==> config.mk <==
export PLATFORM = sky130hd
export DESIGN_NAME = mpc_regfile
export DESIGN_NICKNAME = d
export VERILOG_FILES = /design/src/rtl/mpc_pkg.sv /design/src/rtl/mpc_write_merge.sv /design/src/rtl/mpc_blk_table.sv /design/src/rtl/mpc_irq_ctrl.sv /design/src/rtl/mpc_regfile.sv
export SDC_FILE = /design/constraint.sdc
export NUM_CORES = 1
export LEC_CHECK = 0
export BUFFER_PORTS_ARGS = -buffer_cell sky130_fd_sc_hd__buf_2
export CAP_MARGIN = 20
export CORE_ASPECT_RATIO = 0.8
export CORE_UTILIZATION = 23
export DETAILED_ROUTE_END_ITERATION = 10
export PLACE_DENSITY = 0.38
export REMOVE_ABC_BUFFERS = 1
export SYNTH_ARGS = -nofsm -noshare
export SYNTH_HDL_FRONTEND = slang
export SYNTH_SLANG_ARGS = --single-unit
==> constraint.sdc <==
create_clock -name clk -period 7 [get_ports clk]
set_input_delay 1.4 -clock clk [delete_from_list [all_inputs] [get_ports clk]]
set_output_delay 1.4 -clock clk [all_outputs]
set_load 0.05 [all_outputs]
==> src/rtl/mpc_pkg.sv <==
package mpc_pkg;
  // word offsets (byte offset >> 2)
  localparam logic [9:0] W_CTRL   = 10'd0;
  localparam logic [9:0] W_NWORDS = 10'd4;
  localparam logic [9:0] W_BCFG   = 10'd5;
  localparam logic [9:0] W_IDX    = 10'd6;
  localparam logic [9:0] W_LUT    = 10'd7;
  localparam logic [9:0] W_STAT   = 10'd8;
  localparam logic [9:0] W_CLR    = 10'd9;
  localparam logic [9:0] W_EN     = 10'd10;
  localparam logic [9:0] W_INFO1  = 10'd11;
  localparam logic [9:0] W_INFO2  = 10'd12;
  localparam logic [9:0] W_SET    = 10'd13;
  localparam logic [9:0] W_ID0    = 10'h3F4;
  localparam int unsigned ID_COUNT = 12;

  localparam logic [31:0] CTRL_MASK = 32'h8000_0110;
  localparam int unsigned B_SECRESP = 4;
  localparam int unsigned B_AUTOINC = 8;
  localparam int unsigned B_LOCK    = 31;

  typedef enum logic [1:0] {
    SZ_BYTE = 2'd0,
    SZ_HALF = 2'd1,
    SZ_WORD = 2'd2,
    SZ_WIDE = 2'd3
  } acc_size_e;

  function automatic logic [7:0] id_byte(input logic [3:0] k);
    return 8'hA0 | {4'h0, k};
  endfunction
endpackage

==> src/rtl/mpc_write_merge.sv <==
module mpc_write_merge
  import mpc_pkg::*;
(
  input  logic [31:0] old_val,
  input  logic [31:0] wdata,
  input  logic [1:0]  size,
  input  logic [1:0]  offs,
  output logic [31:0] merged
);
  logic [2:0] nbytes;

  always_comb begin
    case (size)
      SZ_BYTE: nbytes = 3'd1;
      SZ_HALF: nbytes = 3'd2;
      default: nbytes = 3'd4;
    endcase
  end

  always_comb begin
    merged = old_val;
    if (nbytes == 3'd4) begin
      merged = wdata;
    end else begin
      for (int j = 0; j < 4; j++) begin
        if (3'(j) >= {1'b0, offs} && 3'(j) < ({1'b0, offs} + nbytes)) begin
          merged[j*8 +: 8] = wdata[(j - int'(offs))*8 +: 8];
        end
      end
    end
  end
endmodule

==> src/rtl/mpc_blk_table.sv <==
module mpc_blk_table #(
  parameter int unsigned WORDS = 8,
  localparam int unsigned IDX_W = (WORDS > 1) ? $clog2(WORDS) : 1
) (
  input  logic             clk,
  input  logic             rst_n,
  input  logic             idx_wr,
  input  logic [31:0]      idx_wdata,
  input  logic             word_wr,
  input  logic [31:0]      word_wdata,
  input  logic             advance,
  output logic [IDX_W-1:0] idx,
  output logic [31:0]      word_rd
);
  logic [IDX_W-1:0] idx_q;
  logic [IDX_W-1:0] idx_next;
  logic [31:0]      mem_q [WORDS];

  assign idx      = idx_q;
  assign word_rd  = mem_q[idx_q];
  assign idx_next = (idx_q == IDX_W'(WORDS - 1)) ? '0 : idx_q + IDX_W'(1);

  always_ff @(posedge clk or negedge rst_n) begin
    if (!rst_n) begin
      idx_q <= '0;
    end else if (idx_wr) begin
      idx_q <= IDX_W'(idx_wdata % 32'(WORDS));
    end else if (advance) begin
      idx_q <= idx_next;
    end
  end

  for (genvar g = 0; g < WORDS; g++) begin : g_word
    always_ff @(posedge clk or negedge rst_n) begin
      if (!rst_n) begin
        mem_q[g] <= '0;
      end else if (word_wr && idx_q == IDX_W'(g)) begin
        mem_q[g] <= word_wdata;
      end
    end
  end
endmodule

==> src/rtl/mpc_irq_ctrl.sv <==
module mpc_irq_ctrl (
  input  logic clk,
  input  logic rst_n,
  input  logic set_req,
  input  logic clr_req,
  input  logic en_wr,
  input  logic en_val,
  output logic stat,
  output logic en,
  output logic irq
);
  logic stat_q, en_q;

  always_ff @(posedge clk or negedge rst_n) begin
    if (!rst_n) begin
      stat_q <= 1'b0;
      en_q   <= 1'b0;
    end else begin
      if (set_req)      stat_q <= 1'b1;
      else if (clr_req) stat_q <= 1'b0;
      if (en_wr)        en_q   <= en_val;
    end
  end

  assign stat = stat_q;
  assign en   = en_q;
  assign irq  = stat_q & en_q;
endmodule

==> src/rtl/mpc_regfile.sv <==
module mpc_regfile
  import mpc_pkg::*;
#(
  parameter int unsigned WORDS    = 8,
  parameter int unsigned BLK_LOG2 = 7,
  localparam int unsigned IDX_W   = (WORDS > 1) ? $clog2(WORDS) : 1
) (
  input  logic        clk,
  input  logic        rst_n,
  input  logic [11:0] bus_addr,
  input  logic [31:0] bus_wdata,
  input  logic [1:0]  bus_size,
  input  logic        bus_wr,
  input  logic        bus_rd,
  output logic [31:0] bus_rdata,
  output logic        cfg_sec_resp,
  output logic        cfg_autoinc,
  output logic        cfg_lockdown,
  output logic        irq
);
  logic [9:0]       waddr;
  logic             full_acc;
  logic [31:0]      ctrl_q;
  logic [31:0]      old_val;
  logic [31:0]      merged;
  logic [IDX_W-1:0] tbl_idx;
  logic [31:0]      tbl_word;
  logic             irq_stat, irq_en;
  logic             locked;
  logic             hit_ctrl, hit_idx, hit_lut, hit_en, hit_set, hit_clr;
  logic             lut_wr_ok, lut_adv;
  logic [9:0]       id_k;

  assign waddr    = bus_addr[11:2];
  assign full_acc = bus_size[1];
  assign locked   = ctrl_q[B_LOCK];

  assign hit_ctrl = waddr == W_CTRL;
  assign hit_idx  = waddr == W_IDX;
  assign hit_lut  = waddr == W_LUT;
  assign hit_en   = waddr == W_EN;
  assign hit_set  = waddr == W_SET;
  assign hit_clr  = waddr == W_CLR;

  always_comb begin
    if (hit_ctrl)     old_val = ctrl_q;
    else if (hit_idx) old_val = 32'(tbl_idx);
    else if (hit_lut) old_val = tbl_word;
    else              old_val = '0;
  end

  mpc_write_merge u_merge (
    .old_val (old_val),
    .wdata   (bus_wdata),
    .size    (bus_size),
    .offs    (bus_addr[1:0]),
    .merged  (merged)
  );

  // control word
  always_ff @(posedge clk or negedge rst_n) begin
    if (!rst_n) begin
      ctrl_q <= '0;
    end else if (bus_wr && hit_ctrl && !locked) begin
      ctrl_q <= merged & CTRL_MASK;
    end
  end

  assign cfg_sec_resp = ctrl_q[B_SECRESP];
  assign cfg_autoinc  = ctrl_q[B_AUTOINC];
  assign cfg_lockdown = ctrl_q[B_LOCK];

  // table
  assign lut_wr_ok = bus_wr && hit_lut && !locked;
  assign lut_adv   = full_acc && hit_lut && (bus_rd || lut_wr_ok);

  mpc_blk_table #(.WORDS(WORDS)) u_tbl (
    .clk        (clk),
    .rst_n      (rst_n),
    .idx_wr     (bus_wr && hit_idx),
    .idx_wdata  (merged),
    .word_wr    (lut_wr_ok),
    .word_wdata (merged),
    .advance    (lut_adv),
    .idx        (tbl_idx),
    .word_rd    (tbl_word)
  );

  // interrupt
  mpc_irq_ctrl u_irq (
    .clk     (clk),
    .rst_n   (rst_n),
    .set_req (bus_wr && hit_set && merged[0]),
    .clr_req (bus_wr && hit_clr && merged[0]),
    .en_wr   (bus_wr && hit_en && !locked),
    .en_val  (merged[0]),
    .stat    (irq_stat),
    .en      (irq_en),
    .irq     (irq)
  );

  // read mux
  assign id_k = waddr - W_ID0;

  always_comb begin
    bus_rdata = '0;
    case (waddr)
      W_CTRL:   bus_rdata = ctrl_q;
      W_NWORDS: bus_rdata = 32'(WORDS);
      W_BCFG:   bus_rdata = 32'(BLK_LOG2 - 5);
      W_IDX:    bus_rdata = 32'(tbl_idx);
      W_LUT:    bus_rdata = tbl_word;
      W_STAT:   bus_rdata = {31'b0, irq_stat};
      W_EN:     bus_rdata = {31'b0, irq_en};
      default: begin
        if (waddr >= W_ID0 && id_k < 10'(ID_COUNT)) begin
          bus_rdata = {24'b0, id_byte(id_k[3:0])};
        end
      end
    endcase
  end
endmodule

==> metrics.md <==
| Metric | Value |
|---|---|
| Status | `completed` |
| Post-synthesis xor/xnor area fraction | `0.00126` |
| Fmax | `a little under 200 MHz` |
| Die Height | `222 um` |
| Chip width | `276 um` |
| Synth unique cells | `57` |
| Final hold violation count | `0` |
| Area fraction in compound gates after synthesis | `0.0549` |
| Switching share of total power | `0.253` |
| Yosys reg bits | `264` |
| Clock power frac | `0.442` |
| Row Count | `80` |
| Primary FF master, synth | `dfrtp_1` |
| Crit-path max FO | `16` |
| Critical Path RT | `~5.6 ns` |
| IO buf count | `85` |
| Pwr Density | `roughly 200 nW/um^2` |
| GPL Wtd Cong | `0.804` |
| Area Growth Syn to Fin | `15.7%` |
| Hold-fix buffers, CTS | `0` |
| DRT antenna net count | `0` |
| Period utilization | `0.723` |
| Largest family of logic cells by synthesized area | `multiplexers` |
| CTS resizes | `0` |
| Final Slew Violations | `0` |
| CTS buffer count | `29` |
| Vias in the first global route | `9176` |
| Core area | `59600 um^2` |
| Maximum VDD drop | `0.160 mV` |
| Comb power frac | `0.084` |
| Hold path start | `u_tbl.mem_q[232]` |
| Largest net degree at the start of global routing | `102` |
| R2R Path Start | `u_tbl.idx[0]` |
| Clock Skews | `~0.01 ns` |
| DR vias | `8995` |
| DRC Markers | `0` |
| Clock sink count | `around 260` |
| Max-Cap Viols | `0` |
| Post-synthesis mux area share | `0.372` |
| Hold Crit Depth | `2` |
| CTS clk-pin slew, worst paths | `0.06 ns` |
| Leak | `around 7.4 nW` |
| Layout cells sized above 1 | `0.467` |
| Final setup vio count | `0` |
| H-tree depth | `1` |
| Crit end category | `primary output` |
| Iteration-0 DRC Markers | `about 700` |
| Internal | `2.42 mW` |
| GR Overflow Total | `0` |
| CP Data Arrival Time | `3.66 ns` |
| Reg2reg end | `u_tbl.mem_q[21]` |
| Ys Warns | `0` |
| Net switching power figure | `a little over 800 uW` |
| Initial antenna violation count | `9` |
| Die area | `61300 um^2` |
| Hold Crit Class | `register to register` |
| R2r setup slk | `3.73 ns` |
| Via/cell ratio | `4.84` |
| I/O pins | `86` |
| Post-CTS setup buffer count | `0` |
| R2R depth | `6` |
| Post-Synth Adder-Cell Area | `0.0150` |
| Simple-gate portion of the synthesized area | `0.0520` |
| Clock Latency Late Sink | `~0.56 ns` |
| Clock root buffer | `clkbuf_16` |
| Sequential power share | `0.474` |
| Drt wl/cell | `roughly 24 um` |
| Number of synthesized flops with an enable pin | `0` |
| First-pass GRT wire length | `about 66000 um` |
| Startpoint Class | `input port` |
| Mapped cell area | `13900 um^2` |
| Post-synth ARST share | `1.00` |
| Tmin final | `5.06 ns` |
| Initial Util | `0.233` |
| CP Class | `input port to primary output` |
| Design Power | `3.24 mW` |
| Worst Hold End | `u_tbl.mem_q[232]` |
| Final wirelength | `44200 um` |
| Register area share after synthesis | `0.477` |
| Clk buf depth | `3` |
| Detail Placement HPWL | `29200 um` |
| CTS tree | `yes` |
| GR Util All Layers | `0.144` |
| Worst rel slew slack | `0.327` |
| Worst Tran Pin Value | `a little over 1 ns` |
| RSZ-0062 raised after global routing | `no` |
| Cells after Synth | `993` |
| Avg Cell Area, Syn | `14.0 um^2` |
| Final setup TNS | `0 ns` |
| DRT Pass-1 Iters | `5` |
| Final nets | `around 1100` |
-- power by group through the flow --
stage / clock network [mW] / logic, mW / registers [mW]
floorplan: 0 / 0.127 / 1.57
global placement: 0 / 0.273 / 1.56
detailed placement: 0 / 0.272 / 1.56
CTS: 1.49 / 0.273 / 1.54
global route: 1.55 / 0.297 / 1.54
finish: 1.43 / 0.271 / 1.54
-- Yosys cell counts (all sizes together), types with 4 or more instances --
library cell / count / area (um^2)
a211oi: 10 / 85.1
a21oi: 16 / 83.8
a221o: 8 / 80.1
a311oi: 7 / 61.3
and2: 9 / 56.3
buf: 32 / 169
clkbuf: 38 / 143
dfrtp: 264 / 6610
ha: 15 / 188
inv: 20 / 75.1
mux2: 251 / 2830
mux2i: 35 / 350
mux4: 88 / 1980
nand2: 45 / 169
nand2b: 5 / 31.3
nand3: 9 / 45.0
nor2: 35 / 131
nor2b: 4 / 25.0
nor3: 5 / 36.3
nor4: 13 / 93.8
o211ai: 9 / 67.6
o21ai: 17 / 85.1
o31ai: 19 / 143
-- registers in the layout, summed over array words and instances (netlist names) --
signal,count
ctrl_q,3
u_irq.en,1
u_irq.stat,1
u_tbl.idx,3
u_tbl.mem_q,256
-- cell type report --
class,count,area [um^2]
tap,779,975
multi-input combinational,638,6910
fill,6019,43500
inverter,21,78.8
clock inverter,5,25.0
antenna,3,7.51
timing repair buffer,102,601
sequential,264,6610
clock buffer,45,826
-- cells in the final DEF, fill, tap and decap left out, types with 6 or more instances in the layout --
cell type,Yosys,final
buf_4,3,14
clkbuf_16,0,29
a211oi_1,8,8
o21ai_0,17,17
clkbuf_1,38,12
buf_2,18,84
and2_1,9,9
nor2_1,35,35
o211ai_1,9,9
ha_1,15,15
mux4_2,88,88
nand2_1,45,45
a221o_1,8,8
a311oi_1,7,7
dfrtp_1,264,262
mux2i_1,35,35
a21oi_1,15,15
nand3_1,9,6
mux2_2,251,251
o31ai_1,19,19
nor4_1,11,8
inv_1,18,18
-- per-layer routing --
metal | track usage | wire, um | up-vias | share of wire
met3 | 0.0329 | 2490 | 61 | 0.056
met4 | 0.0292 | 755 | 10 | 0.017
met1 | 0.224 | 22700 | 4781 | 0.51
met2 | 0.201 | 18300 | 231 | 0.41
li1 | - | - | 3912 | -
met5 | 0 | 61 | - | 0.0014
-- worst max-delay path: stages --
cell	delay [ns]
buf_2	0.11
inv_1	0.11
ha_1	0.20
nand4bb_1	0.27
nor3_4	0.74
nand2_1	0.36
nand2_1	0.16
buf_2	0.27
-- stage by stage --
step           cells  setup WS [ns]  utilization  instance area (um^2)  hold WS (ns)
6_report        1857           1.94        0.269                 16000         0.479
5_1_grt         1856           1.79        0.269                 16000         0.501
4_1_cts         1854           1.99        0.269                 16000         0.483
3_5_place_dp    1804           1.98        0.255                 15200         0.468
3_3_place_gp    1803           1.49        0.254                 15200         0.455
2_1_floorplan    923           1.10            -                 13600         0.443
-- kinds of logic after synthesis --
kind of cell | count (synthesis)
AOI/OAI and AO/OA | 105
xor gates and xnor gates | 2
adders and majority gates | 16
buffers and inverters | 91
DFF | 264
muxes | 374
and+or+nand+nor | 141
-- worst max-delay path by stage --
stage	from	endpoint	cells past startpoint
finish	bus_addr[5]	bus_rdata[5]	8
global route	bus_addr[5]	bus_rdata[5]	8
CTS	bus_addr[8]	bus_rdata[5]	6
detailed placement	bus_size[1]	u_tbl.mem_q[8]	8
global placement	bus_addr[8]	bus_rdata[8]	5
floorplan	u_tbl.idx[0]	u_tbl.mem_q[10]	4
Note: power is estimated with default switching activity, not from simulation.
